==> src/rtl/chgport_pkg.sv <==
package chgport_pkg;

   typedef enum logic [2:0] {
      MD_DCHG      = 3'd0,
      MD_DCP_AUTO  = 3'd1,
      MD_SDP1      = 3'd2,
      MD_DCP_SHORT = 3'd3,
      MD_DIV1A     = 3'd4,
      MD_SDP2      = 3'd5,
      MD_CDP       = 3'd6
   } chg_mode_e;

   typedef struct packed {
      chg_mode_e mode;
      logic      hi;
   } mode_sel_t;

   function automatic logic is_data_mode(chg_mode_e m);
      return (m == MD_SDP1) || (m == MD_SDP2) || (m == MD_CDP);
   endfunction

   function automatic logic is_silent_pair(chg_mode_e a, chg_mode_e b);
      return ((a == MD_SDP2) && (b == MD_CDP)) || ((a == MD_CDP) && (b == MD_SDP2));
   endfunction

endpackage

==> src/rtl/chgport_sync.sv <==
module chgport_sync #(
   parameter int W      = 5,
   parameter int STAGES = 2
) (
   input  logic         clk,
   input  logic         por_n,
   input  logic [W-1:0] d,
   output logic [W-1:0] q
);
   logic [W-1:0] stg [STAGES];

   generate
      for (genvar g = 0; g < STAGES; g++) begin : g_stage
         if (g == 0) begin : g_first
            always_ff @(posedge clk or negedge por_n) begin
               if (!por_n) stg[g] <= '0;
               else        stg[g] <= d;
            end
         end else begin : g_next
            always_ff @(posedge clk or negedge por_n) begin
               if (!por_n) stg[g] <= '0;
               else        stg[g] <= stg[g-1];
            end
         end
      end
   endgenerate

   assign q = stg[STAGES-1];
endmodule

==> src/rtl/chgport_debounce.sv <==
module chgport_debounce #(
   parameter int W            = 4,
   parameter int STABLE_TICKS = 16
) (
   input  logic         clk,
   input  logic         por_n,
   input  logic [W-1:0] d,
   output logic [W-1:0] q
);
   localparam int CW = $clog2(STABLE_TICKS + 1);
   localparam logic [CW-1:0] LAST = CW'(STABLE_TICKS - 1);

   logic [W-1:0]  cand;
   logic [CW-1:0] cnt;

   always_ff @(posedge clk or negedge por_n) begin
      if (!por_n) begin
         q    <= '0;
         cand <= '0;
         cnt  <= '0;
      end else if (d == q) begin
         cnt <= '0;
      end else if (d != cand) begin
         cand <= d;
         cnt  <= CW'(1);
      end else if (cnt >= LAST) begin
         q   <= d;
         cnt <= '0;
      end else begin
         cnt <= cnt + CW'(1);
      end
   end
endmodule

==> src/rtl/chgport_decode.sv <==
module chgport_decode
   import chgport_pkg::*;
(
   input  logic [3:0] code,
   output mode_sel_t  sel
);
   logic isel;
   assign isel = code[0];

   always_comb begin
      sel.mode = MD_DCHG;
      sel.hi   = 1'b0;
      case (code[3:1])
         3'b000: begin sel.mode = MD_DCHG;      sel.hi = 1'b0; end
         3'b001,
         3'b011: begin sel.mode = MD_DCP_AUTO;  sel.hi = 1'b1; end
         3'b010,
         3'b110: begin sel.mode = MD_SDP1;      sel.hi = isel; end
         3'b100: begin sel.mode = MD_DCP_SHORT; sel.hi = isel; end
         3'b101: begin sel.mode = MD_DIV1A;     sel.hi = isel; end
         3'b111: begin
            sel.mode = isel ? MD_CDP : MD_SDP2;
            sel.hi   = isel;
         end
         default: begin sel.mode = MD_DCHG;     sel.hi = 1'b0; end
      endcase
   end
endmodule

==> src/rtl/chgport_seq.sv <==
module chgport_seq
   import chgport_pkg::*;
#(
   parameter int DCHG_TICKS = 500_000_000,
   parameter int HOLD_TICKS = 25_000_000
) (
   input  logic      clk,
   input  logic      por_n,
   input  logic      en_s,
   input  mode_sel_t req,
   input  logic      wake_hold,
   input  logic      dcp_nodata,
   output chg_mode_e mode_o,
   output logic      ilim_hi,
   output logic      data_sw_en,
   output logic      pwr_sw_en,
   output logic      discharge
);
   localparam int TMAX = (DCHG_TICKS > HOLD_TICKS) ? DCHG_TICKS : HOLD_TICKS;
   localparam int TW   = $clog2(TMAX + 1);
   localparam logic [TW-1:0] DCHG_LOAD = TW'(DCHG_TICKS - 1);
   localparam logic [TW-1:0] HOLD_LOAD = TW'(HOLD_TICKS - 1);

   typedef enum logic [1:0] {ST_DCHG, ST_RUN, ST_HOLD} st_e;

   st_e       st;
   chg_mode_e cur_m;
   logic      cur_hi;
   logic [TW-1:0] tmr;
   logic      asw_pend;
   logic      asw_armed;

   logic      keep;
   chg_mode_e tgt_m;
   logic      tgt_hi;
   logic      asw_fire;
   logic      in_dchg;

   always_comb begin
      keep     = wake_hold && (req.mode == MD_DCP_AUTO) && is_data_mode(cur_m);
      tgt_m    = keep ? cur_m  : req.mode;
      tgt_hi   = keep ? cur_hi : req.hi;
      asw_fire = (st == ST_RUN) && en_s && (cur_m == MD_CDP) && (tgt_m == MD_CDP)
                 && dcp_nodata && asw_armed;
   end

   always_ff @(posedge clk or negedge por_n) begin
      if (!por_n) begin
         st        <= ST_DCHG;
         tmr       <= DCHG_LOAD;
         cur_m     <= MD_DCHG;
         cur_hi    <= 1'b0;
         asw_pend  <= 1'b0;
         asw_armed <= 1'b1;
      end else begin
         if (asw_fire)         asw_armed <= 1'b0;
         else if (!dcp_nodata) asw_armed <= 1'b1;

         case (st)
            ST_RUN: begin
               if (!en_s) begin
                  st       <= ST_DCHG;
                  tmr      <= DCHG_LOAD;
                  asw_pend <= 1'b0;
               end else if (asw_fire) begin
                  st       <= ST_DCHG;
                  tmr      <= DCHG_LOAD;
                  asw_pend <= 1'b1;
               end else if (tgt_m == cur_m) begin
                  cur_hi <= tgt_hi;
               end else if (is_silent_pair(cur_m, tgt_m)) begin
                  cur_m  <= tgt_m;
                  cur_hi <= tgt_hi;
               end else begin
                  st       <= ST_DCHG;
                  tmr      <= DCHG_LOAD;
                  asw_pend <= 1'b0;
               end
            end
            ST_DCHG: begin
               if (!en_s) begin
                  tmr      <= DCHG_LOAD;
                  asw_pend <= 1'b0;
               end else if (tmr == '0) begin
                  asw_pend <= 1'b0;
                  if (asw_pend && (tgt_m == MD_CDP)) begin
                     st     <= ST_HOLD;
                     tmr    <= HOLD_LOAD;
                     cur_m  <= MD_SDP2;
                     cur_hi <= 1'b0;
                  end else begin
                     st     <= ST_RUN;
                     cur_m  <= tgt_m;
                     cur_hi <= tgt_hi;
                  end
               end else begin
                  tmr <= tmr - TW'(1);
               end
            end
            ST_HOLD: begin
               if (!en_s) begin
                  st  <= ST_DCHG;
                  tmr <= DCHG_LOAD;
               end else if (tgt_m != MD_CDP) begin
                  st <= ST_RUN;
               end else if (tmr == '0) begin
                  st     <= ST_RUN;
                  cur_m  <= MD_CDP;
                  cur_hi <= 1'b1;
               end else begin
                  tmr <= tmr - TW'(1);
               end
            end
            default: begin
               st  <= ST_DCHG;
               tmr <= DCHG_LOAD;
            end
         endcase
      end
   end

   always_comb begin
      in_dchg    = (st == ST_DCHG) || !en_s;
      discharge  = in_dchg || (cur_m == MD_DCHG);
      pwr_sw_en  = !discharge;
      data_sw_en = !in_dchg && is_data_mode(cur_m);
      mode_o     = in_dchg ? MD_DCHG : cur_m;
      ilim_hi    = !discharge && cur_hi;
   end
endmodule

==> src/rtl/chgport_mode_ctrl.sv <==
module chgport_mode_ctrl #(
   parameter int SYNC_STAGES  = 2,
   parameter int STABLE_TICKS = 16,
   parameter int DCHG_TICKS   = 500_000_000,
   parameter int HOLD_TICKS   = 25_000_000
) (
   input  logic       clk,
   input  logic       por_n,
   input  logic       en_in,
   input  logic [3:0] ctl_code,
   input  logic       wake_hold,
   input  logic       dcp_nodata,
   output logic [2:0] mode_o,
   output logic       ilim_hi,
   output logic       data_sw_en,
   output logic       pwr_sw_en,
   output logic       discharge
);
   import chgport_pkg::*;

   localparam int CODE_W = 4;
   localparam int SYNC_W = CODE_W + 1;

   generate
      if (SYNC_STAGES < 2) begin : g_bad_sync
         $error("SYNC_STAGES must be at least 2");
      end
      if (STABLE_TICKS < 2) begin : g_bad_stable
         $error("STABLE_TICKS must be at least 2");
      end
      if (DCHG_TICKS < 2 || HOLD_TICKS < 2) begin : g_bad_timer
         $error("DCHG_TICKS and HOLD_TICKS must be at least 2");
      end
   endgenerate

   logic [SYNC_W-1:0] sync_q;
   logic              en_s;
   logic [CODE_W-1:0] code_s;
   logic [CODE_W-1:0] code_f;
   mode_sel_t         req;
   chg_mode_e         mode_e;

   chgport_sync #(.W(SYNC_W), .STAGES(SYNC_STAGES)) u_sync (
      .clk   (clk),
      .por_n (por_n),
      .d     ({en_in, ctl_code}),
      .q     (sync_q)
   );

   assign en_s   = sync_q[SYNC_W-1];
   assign code_s = sync_q[CODE_W-1:0];

   chgport_debounce #(.W(CODE_W), .STABLE_TICKS(STABLE_TICKS)) u_filt (
      .clk   (clk),
      .por_n (por_n),
      .d     (code_s),
      .q     (code_f)
   );

   chgport_decode u_dec (
      .code (code_f),
      .sel  (req)
   );

   chgport_seq #(.DCHG_TICKS(DCHG_TICKS), .HOLD_TICKS(HOLD_TICKS)) u_seq (
      .clk        (clk),
      .por_n      (por_n),
      .en_s       (en_s),
      .req        (req),
      .wake_hold  (wake_hold),
      .dcp_nodata (dcp_nodata),
      .mode_o     (mode_e),
      .ilim_hi    (ilim_hi),
      .data_sw_en (data_sw_en),
      .pwr_sw_en  (pwr_sw_en),
      .discharge  (discharge)
   );

   assign mode_o = mode_e;
endmodule

==> config.mk <==
export PLATFORM = sky130hd
export DESIGN_NAME = chgport_mode_ctrl
export DESIGN_NICKNAME = d
export VERILOG_FILES = /design/src/rtl/chgport_pkg.sv /design/src/rtl/chgport_sync.sv /design/src/rtl/chgport_debounce.sv /design/src/rtl/chgport_decode.sv /design/src/rtl/chgport_seq.sv /design/src/rtl/chgport_mode_ctrl.sv
export SDC_FILE = /design/constraint.sdc
export NUM_CORES = 1
export LEC_CHECK = 0
export BUFFER_PORTS_ARGS = -buffer_cell sky130_fd_sc_hd__buf_2
export CAP_MARGIN = 20
export CORE_AREA = 10 10 101 103
export DETAILED_ROUTE_END_ITERATION = 10
export DIE_AREA = 0 0 111 113
export PLACE_DENSITY = 0.63
export SETUP_SLACK_MARGIN = 0.5
export SKIP_CTS_REPAIR_TIMING = 1
export SYNTH_ARGS = -nofsm -noshare
export SYNTH_HDL_FRONTEND = slang
export SYNTH_SLANG_ARGS = --single-unit
export TNS_END_PERCENT = 50
==> constraint.sdc <==
create_clock -name clk -period 4.1 [get_ports clk]
set_input_delay 0.41 -clock clk [delete_from_list [all_inputs] [get_ports clk]]
set_output_delay 0.41 -clock clk [all_outputs]
set_load 0.005 [all_outputs]
Word-level counts from Yosys, hierarchy flattened --
Cells that the tools add are included.
Word-level totals: output and inout port bits 7, input port bits 9, logic and storage cells 149, register bits after elaboration 60
Operators by class: eq/ne operators 37, mux-type cells 61, order comparisons 1, add/subtract/negate cells 2, bitwise gates (word level) 2, reductions and logical operators 35
Operators by type and width (count):
- $mux 29 | 10
- $pmux 29 s3 | 1
- $mux 3 | 12
- $logic_not 29->1 | 1
- $sub 29x1->29 const B | 1
- $eq 3x3->1 const B | 8
- $pmux 4 s6 | 1
- $mux 2 | 11
- $mux 1 | 19
- $mux 5 | 3
- $ne 2x2->1 const B | 7
- $logic_and 1x1->1 | 12
- $ne 3x3->1 const B | 4
- $reduce_and 10->1 | 1
- $reduce_and 5->1 | 2
- $eq 3x2->1 const B | 3
- $pmux 3 s3 | 1
- $reduce_and 9->1 | 1
- $ne 4x3->1 const B | 2
- $eq 3x1->1 const B | 2
- $logic_not 3->1 | 2
- $ne 2x1->1 const B | 3
- $pmux 2 s3 | 1
- $add 5x1->5 const B | 1
- 21 further kinds | 29

Depth between registers and ports, before layout --
Gate-level depths: netlist (run 1).
depth after elaboration 15, mapped depth 10, mapped depth without buffers 9

Cells and area by module --
From an unflattened synthesis (run 1), not the netlist that was laid out.
Second synthesis, totals: cells, all modules 380, area, all modules 3583.4 sq um
Modules (own cells, without submodules):
- chgport_seq | sequential area each 952.2 sq um, area an instance 2611.3 sq um, instances 1, cells an instance 306
- chgport_debounce | sequential area each 325.3 sq um, area an instance 626.9 sq um, instances 1, cells an instance 48
- chgport_sync | sequential area each 250.2 sq um, area an instance 287.8 sq um, instances 1, cells an instance 15
- chgport_decode | sequential area each 0.0 sq um, area an instance 57.6 sq um, instances 1, cells an instance 11

Worst setup path after synthesis (run 1) --
Ideal clock, no wire load.
kind register to register, start point register u_seq.tmr[6], end point register u_seq.cur_m[1], arrival time 2.705 ns, data required time 3.979 ns, path buffers 1, cell stages (with the launch flop) 9, clock period less this slack 2.826 ns, path slack 1.274 ns, library setup time 0.121 ns, path through dfstp_2 -> clkbuf_1 -> or4_4 -> or4_4 -> nor4_4 -> nor2_2 -> a2111oi_4 -> nand3_2 -> a22o_1
On the way: word-level cells in the longest chain between the ends 3, elaborated cells on any way between the ends 4, classes of those cells eq/ne: 2; reduce/logical: 2
Ends and longest elaborated chain:
- start, declared | RTL line chgport_seq.sv:29 | logic [TW-1:0] tmr;
- start signal, assigned | RTL line chgport_seq.sv:97 | tmr <= tmr - TW'(1);
- start signal, assigned | RTL line chgport_seq.sv:111 | tmr <= tmr - TW'(1);
- $logic_not 29->1 * | RTL line chgport_seq.sv:84, chgport_seq.sv:106
- $ne 2x1->1 (no source line)
- $reduce_and 10->1 (no source line) *
- end signal, assigned | RTL line chgport_seq.sv:72 | cur_m <= tgt_m;
- end signal, assigned | RTL line chgport_seq.sv:93 | cur_m <= tgt_m;
- end, declared | RTL line chgport_seq.sv:27 | chg_mode_e cur_m;
Mark *: on every way between the ends. The rest lies on a longest branch, timed or not. A chain may end at the register's enable or synchronous reset.

Final worst setup path (run 1) --
start point register u_seq.tmr[9], end point register u_seq.tmr[16]
On the way: word-level cells in the longest chain between the ends 5, elaborated cells on any way between the ends 11, classes of those cells add/sub: 1; eq/ne: 2; mux: 6; reduce/logical: 2
Ends and longest elaborated chain:
- $sub 29x1->29 | RTL line chgport_seq.sv:97, chgport_seq.sv:111
- $mux 29 | RTL line chgport_seq.sv:106 | end else if (tmr == '0) begin
- $mux 29 | RTL line chgport_seq.sv:104 | end else if (tgt_m != MD_CDP) begin
- $mux 29 | RTL line chgport_seq.sv:101 | if (!en_s) begin
- $pmux 29 s3 | RTL line chgport_seq.sv:59 | case (st)
Parallel ways exist; a longest one is shown, timed or not. The select of a mux whose other input is x is not followed.

==> key figures, run 1 <==
Yosys
  – #FFs+latches synth: 60
  – Syn nets: 384
  – Mapped Area: about 3400 um2
  – Syn_area_per_cell: slightly above 9 um2
  – Main synth FF type: dfrtp_1
  – Sequential area share after synthesis: roughly 44%
  – Synthesized instance count: 372
  – Synth warn: 0
  – Post-synth ARST share: 100%
  – Number of flops mapped to enable cells by yosys: 0
  – Unique cell type count in the Yosys netlist: 60

CTS
  – Clock-pin slew on the worst setup and hold paths: around 90 ps
  – Clock root buffer: clkbuf_8
  – CTS tree: done
  – Clk buf depth: 2
  – CTS Sinks: 60
  – Clk_lat worst skew: 350 ps
  – CTS buffer count: 9
  – H-tree Lvls: 3

Routing
  – Pre-antenna DRT Iters: 5
  – Via Count: a little under 3000
  – Vias/cell: around 6
  – Wire per inst: about 17 um
  – Total wire length: roughly 8 mm
  – 1st-iter DRT viols: 206
  – DRC Markers: 0
  – Antenna-violating nets left: 0

Global route
  – First-pass GRT wire length: ~14 mm
  – Vias in the first global route: approximately 2800
  – Initial antenna violation count: 0
  – Pin count of the biggest net entering global routing: 33
  – Grt ovf: 0
  – Total GRT Usage: 13.1%

Setup path
  – Critical path class: reg2reg
  – Critical path arrival: between 3000 and 4000 ps
  – Setup crit end kind: flip-flop
  – Worst Path Required: 4370 ps
  – R2R Setup Slk: 900 ps
  – Startpoint Class: flip-flop
  – Worst Path Max Fanout: 19

Place
  – Final Wtd Congestion: 0.840
  – Setup WS pre-CTS: between 900 and 1000 ps
  – DP Wirelength: 5.69 mm
  – # port buffers: 15

STA
  – # setup viols final: 0
  – Pin slew with the least headroom to its limit: between 700 and 800 ps
  – Clk_skew: around 13 ps
  – Final Max Slew Viols: 0
  – Setup TNS: 0 ps
  – Post-layout min period: roughly 3200 ps
  – Fmax: between 0.3 and 0.4 GHz
  – RSZ-0062 raised after global routing: no
  – Final Cycle Share: between 70% and 80%
  – Final Hold Vio Count: 0
  – Final worst slack: around 900 ps
  – Rel. slew slack: between 50% and 60%

Layout
  – Proportion of layout cells with a drive suffix above 1: about a fifth
  – # nets final: approximately 400
  – Antenna cells: 0
  – Commonest non-fill, non-tap cell in the layout: dfrtp_1
  – Area grow syn2layout: 9.65%
  – Most frequent cells in the layout: dfrtp_1, nor2_1, nand2_1, a31oi_1, dfstp_2

Floorplan
  – I/O Pins: 16
  – Die area: 12500 um2
  – Core Footprint: between 8000 and 9000 um2
  – # rows: 33
  – Die Y: ~110 um
  – Chip Width: roughly 110 um
  – Initial core utilization: a little over two fifths

Run
  – Max Cap Violations: 0

Power
  – Lkg Pwr: between 1.5 and 2 nW
  – Peak VDD IR: 0.158 mV
  – P per Cell Area: 328 nW/um2

Outcome
  – Status: complete, no violations

Worst hold path
  – Tightest Hold Check Type: in2async
## power breakdown
group          switching (mW)  total [mW]  internal, mW
logic                  0.0557      0.0882        0.0325
clock network           0.282       0.510         0.227
registers              0.0204       0.643         0.622
## per-stage QoR
step | total power, mW | utilization (%) | hold WS [ps] | std cells | cell area, um2
CTS | 1.25 | 46.5 | 117 | 494 | 3780
floorplan | 0.706 | - | 114 | 372 | 3450
finish | 1.24 | 46.5 | 85.3 | 494 | 3780
global placement | 0.739 | 44.2 | 332 | 478 | 3600
detailed placement | 0.742 | 44.2 | 336 | 478 | 3600
global route | 1.29 | 46.5 | 134 | 494 | 3780
## path summary, 6_finish.rpt
path,cells past startpoint,startpoint,end
worst max-delay path,7,u_seq.tmr[9],u_seq.tmr[16]
worst min-delay path,1,por_n,u_filt.cnt[4]
worst max register to register,7,u_seq.tmr[9],u_seq.tmr[16]
worst min register to register,0,u_sync.stg[7],u_sync.q[2]
max in group asynchronous,2,por_n,u_seq.tmr[7]
min in group clk,1,ctl_code[0],u_sync.stg[5]
## sequential cells by signal (all words and copies together), names as in the netlist, 2 cells and up
register	flops
u_seq.tmr	29
u_filt.cnt	5
u_sync.q	5
u_sync.stg	5
u_filt.cand	4
u_filt.q	4
u_seq.cur_m	3
u_seq.st	2
## critical path: stages, from the launching register on
cell and delay (ps):
dfrtp_1 400, or4_4 570, or4_4 570, nor4_4 440
o21ai_1 180, nor2_4 490, nor3_2 210, a41oi_1 250
## layout make-up
class                           instances  area, um2
Clock buffer                            9        124
Clock inverter                          7       58.8
Fill cell                             766       4350
Inverter                               14       52.6
Multi-Input combinational cell        281       1790
Sequential cell                        60       1530
Tap cell                              105        131
Timing Repair Buffer                   18       97.6
## kinds of logic (layout without fill, tap and decap cells)
group	Yosys count	count (layout)	synth area share, %
simple gates	149	149	23.6
compound gates	110	110	21.8
flops	60	60	44.3
buf+inv	31	48	3.81
xor+xnor	11	11	2.79
mux	8	8	2.61
fa+ha+maj	3	3	1.09
## synth_stat cells (3+ instances only)
cell type	instances	area (um2)
and2_1	6	37.5
xor2_1	6	52.6
nor4_1	5	31.3
nand2_1	31	116
nor2_1	31	116
dfrtp_1	39	976
a21boi_0	3	22.5
a31oi_1	21	131
nand2b_1	6	37.5
mux2_2	8	90.1
ha_1	3	37.5
or4_1	4	30.0
dfstp_2	21	552
clkbuf_1	14	52.6
or3_1	10	62.6
o41ai_1	6	52.6
a21oi_1	20	100
o31ai_1	15	113
nand4_1	4	25.0
and3_1	3	18.8
inv_1	13	48.8
nor3_1	20	100
o22a_1	5	43.8
o22ai_1	4	25.0
xnor2_1	5	43.8
o21ai_0	17	85.1
nand3_1	7	35.0
## routing by layer
layer	up-vias	GRT usage [%]	wire, um
li1	1424	-	-
met3	11	2.85	379
met1	1385	17.3	3900
met4	0	5.12	113
met5	-	0	0
met2	89	20.4	3790
No activity file was read; power rests on OpenSTA's default activity.
==> inputs of run 2 (changes only) <==
PLACE_DENSITY = 0.65   (was 0.63)
clock period = 2.75 ns   (was 4.1 ns; I/O delays follow)
==> run 2 against run 1 <==
  * The run now ends with negative hold slack left
  * Fmax rose by 23%
  * Sequential cell count did not move
  * Clock power increased by 65%
  * Design area up 12%
  * Largest power group unchanged
  * Power rose by 58%
  * Clock-buffer cell count grew 1
  * First-iteration DRC count rose by 1.5%
  * Via count up 6.8%
  * Largest cell class unchanged
==> key figures, run 2 (synthesis gave the netlist of run 1 again) <==
Outcome
  – Status: finished with violations
  – Failing checks: negative hold slack

Floorplan
  – Initial core utilization: 42.4% (unchanged)
  – Die Y: 113 um (unchanged)
  – Chip Width: 111 um (unchanged)
  – Core Footprint: 8130 um2 (unchanged)
  – # rows: 33 (unchanged)
  – Die area: 12500 um2 (unchanged)
  – I/O Pins: 16 (unchanged)

Layout
  – Filler Cell Count: 735 (-4.0%)
  – Biggest register: u_seq.tmr
  – Area grow syn2layout: 22.5%
  – Most frequent cells in the layout: dfrtp_1, nand2_1, buf_4, nor2_1, dfstp_2
  – Antenna cells: 0 (unchanged)
  – Proportion of layout cells with a drive suffix above 1: 30.5% (+11 points)
  – Commonest non-fill, non-tap cell in the layout: dfrtp_1
  – Largest register FFs: 29 (unchanged)
  – Core Util, Final: 51.9% (+5.5 points)
  – # nets final: 430 (+8.6%)

Place
  – DP Wirelength: 5.93 mm (+4.1%)
  – # port buffers: 15 (unchanged)
  – Setup WS pre-CTS: -48.2 ps (-972 ps)
  – Final Wtd Congestion: 0.828 (-1.4%)

CTS
  – CTS Sinks: 60 (unchanged)
  – Clk buf depth: 2 (unchanged)
  – CTS tree: done
  – Clock-pin slew on the worst setup and hold paths: 80 ps (about the same)
  – Clk_lat worst skew: 350 ps (about the same)
  – CTS buffer count: 9 (unchanged)
  – Clock root buffer: clkbuf_8
  – H-tree Lvls: 3 (unchanged)

Setup path
  – Critical path arrival: 2850 ps (-620 ps)
  – Setup crit end kind: flip-flop
  – Critical path class: reg2reg
  – R2r endpoint: u_seq.tmr[16]
  – Startpoint Class: flip-flop
  – Worst Path Required: 3000 ps (-1370 ps)
  – Worst Path Max Fanout: 7 (-12)
  – Reg2reg start: u_seq.tmr[7]
  – Worst r2r path cells: 9 (+2)
  – R2R Setup Slk: 150 ps (-750 ps)

Global route
  – Grt ovf: 0 (unchanged)
  – Total GRT Usage: 13.4% (+0.26 points)
  – Vias in the first global route: 2921 (+2.7%)
  – First-pass GRT wire length: 14.1 mm (+1.0%)
  – Pin count of the biggest net entering global routing: 35 (+6.1%)
  – Initial antenna violation count: 0 (unchanged)

Routing
  – Antenna-violating nets left: 0 (unchanged)
  – DRC Markers: 0 (unchanged)
  – Total wire length: 8.57 mm (+4.7%)
  – Vias/cell: 5.88 (-0.10%)
  – 1st-iter DRT viols: 209 (+1.5%)
  – Via Count: 3106 (+6.8%)
  – Pre-antenna DRT Iters: 5 (unchanged)
  – Wire per inst: 16.2 um (-2.0%)

STA
  – Clk_skew: 11.1 ps (-1.91 ps)
  – # setup viols final: 0 (unchanged)
  – Post-layout min period: 2600 ps (-600 ps)
  – Fmax: 0.385 GHz (+23%)
  – Setup TNS: 0 ps (unchanged)
  – Final worst slack: 153 ps (-750 ps)
  – Pin slew with the least headroom to its limit: 769 ps (+64.6 ps)
  – RSZ-0062 raised after global routing: yes
  – Final Hold Vio Count: 9 (+9)
  – Rel. slew slack: 48.7% (-4.1 points)
  – Worst hold slack: -9.64 ps (-95.0 ps)
  – Final Cycle Share: 94.4% (+16 points)
  – Final Max Slew Viols: 0 (unchanged)

Power
  – Lkg Pwr: 1.73 nW (+15%)
  – P per Cell Area: 464 nW/um2 (+41%)
  – Peak VDD IR: 0.239 mV (+52%)

Worst hold path
  – Tightest Hold Check Type: in2async

Run
  – Max Cap Violations: 0 (unchanged)
run 2: changes by cell type in the layout (fill, tap and decap cells not counted), moves of 3 or more:
| cell | previous run | this run |
|---|---|---|
| a31oi_1 | 21 | 18 |
| buf_4 | 3 | 31 |
| o21ai_1 | 2 | 6 |
| buf_6 | 0 | 5 |
| o21ai_0 | 17 | 12 |
run 2: stage by stage:
step / total power, mW / instances / area, um2
after floorplan: 1.05 / 372 / 3470
after global placement: 1.12 / 506 / 3830
after detailed placement: 1.13 / 506 / 3830
after CTS: 1.98 / 522 / 4040
after global routing: 2.06 / 528 / 4230
final: 1.96 / 528 / 4230
run 2: power by group:
| part | internal [mW] | switching, mW | total [mW] |
|---|---|---|---|
| Combinational | 0.0669 | 0.100 | 0.167 |
| Sequential | 0.928 | 0.0263 | 0.954 |
| Clock | 0.451 | 0.389 | 0.840 |
| Total | 1.45 | 0.516 | 1.96 |
run 2: worst max-delay path by stage:
stage                               from             end  slack, ps  cells past startpoint
final                       u_seq.tmr[7]   u_seq.tmr[16]        150                      9
after global routing        u_seq.tmr[7]    u_seq.tmr[6]         90                      9
after CTS                    u_filt.q[1]   u_seq.tmr[17]        -70                      7
after detailed placement     u_filt.q[1]   u_seq.tmr[17]        -50                      7
after global placement    u_seq.cur_m[0]   u_seq.tmr[17]         -3                      7
after floorplan             u_seq.tmr[5]  u_seq.cur_m[1]        -20                      7
run 2: area by class of cell:
cell class                 instances  area, um2  area share (%)
multi-input combinational        281       1920            45.5
timing repair buffer              52        384            9.09
sequential                        60       1530            36.2
clock inverter                     6       70.1            1.66
clock buffer                      10        138            3.26
inverter                          14       52.6            1.24
tap                              105        131            3.11
run 2: routing by layer:
layer / GRT usage (%) / part of all wire, % / vias to the layer above
met2: 20.9 / 48 / 73
li1: - / - / 1483
met1: 17.2 / 46 / 1538
met4: 5.73 / 1.6 / 0
met5: 0 / 0 / -
met3: 3.17 / 4.6 / 12
run 2: critical path: stages, from the launching register on:
cell	delay (ps)
dfstp_2	370
or4_4	530
or4_4	520
nor4_4	160
buf_6	170
a21oi_2	80
or2_4	300
buf_6	150
a31oi_1	150
a41oi_1	70
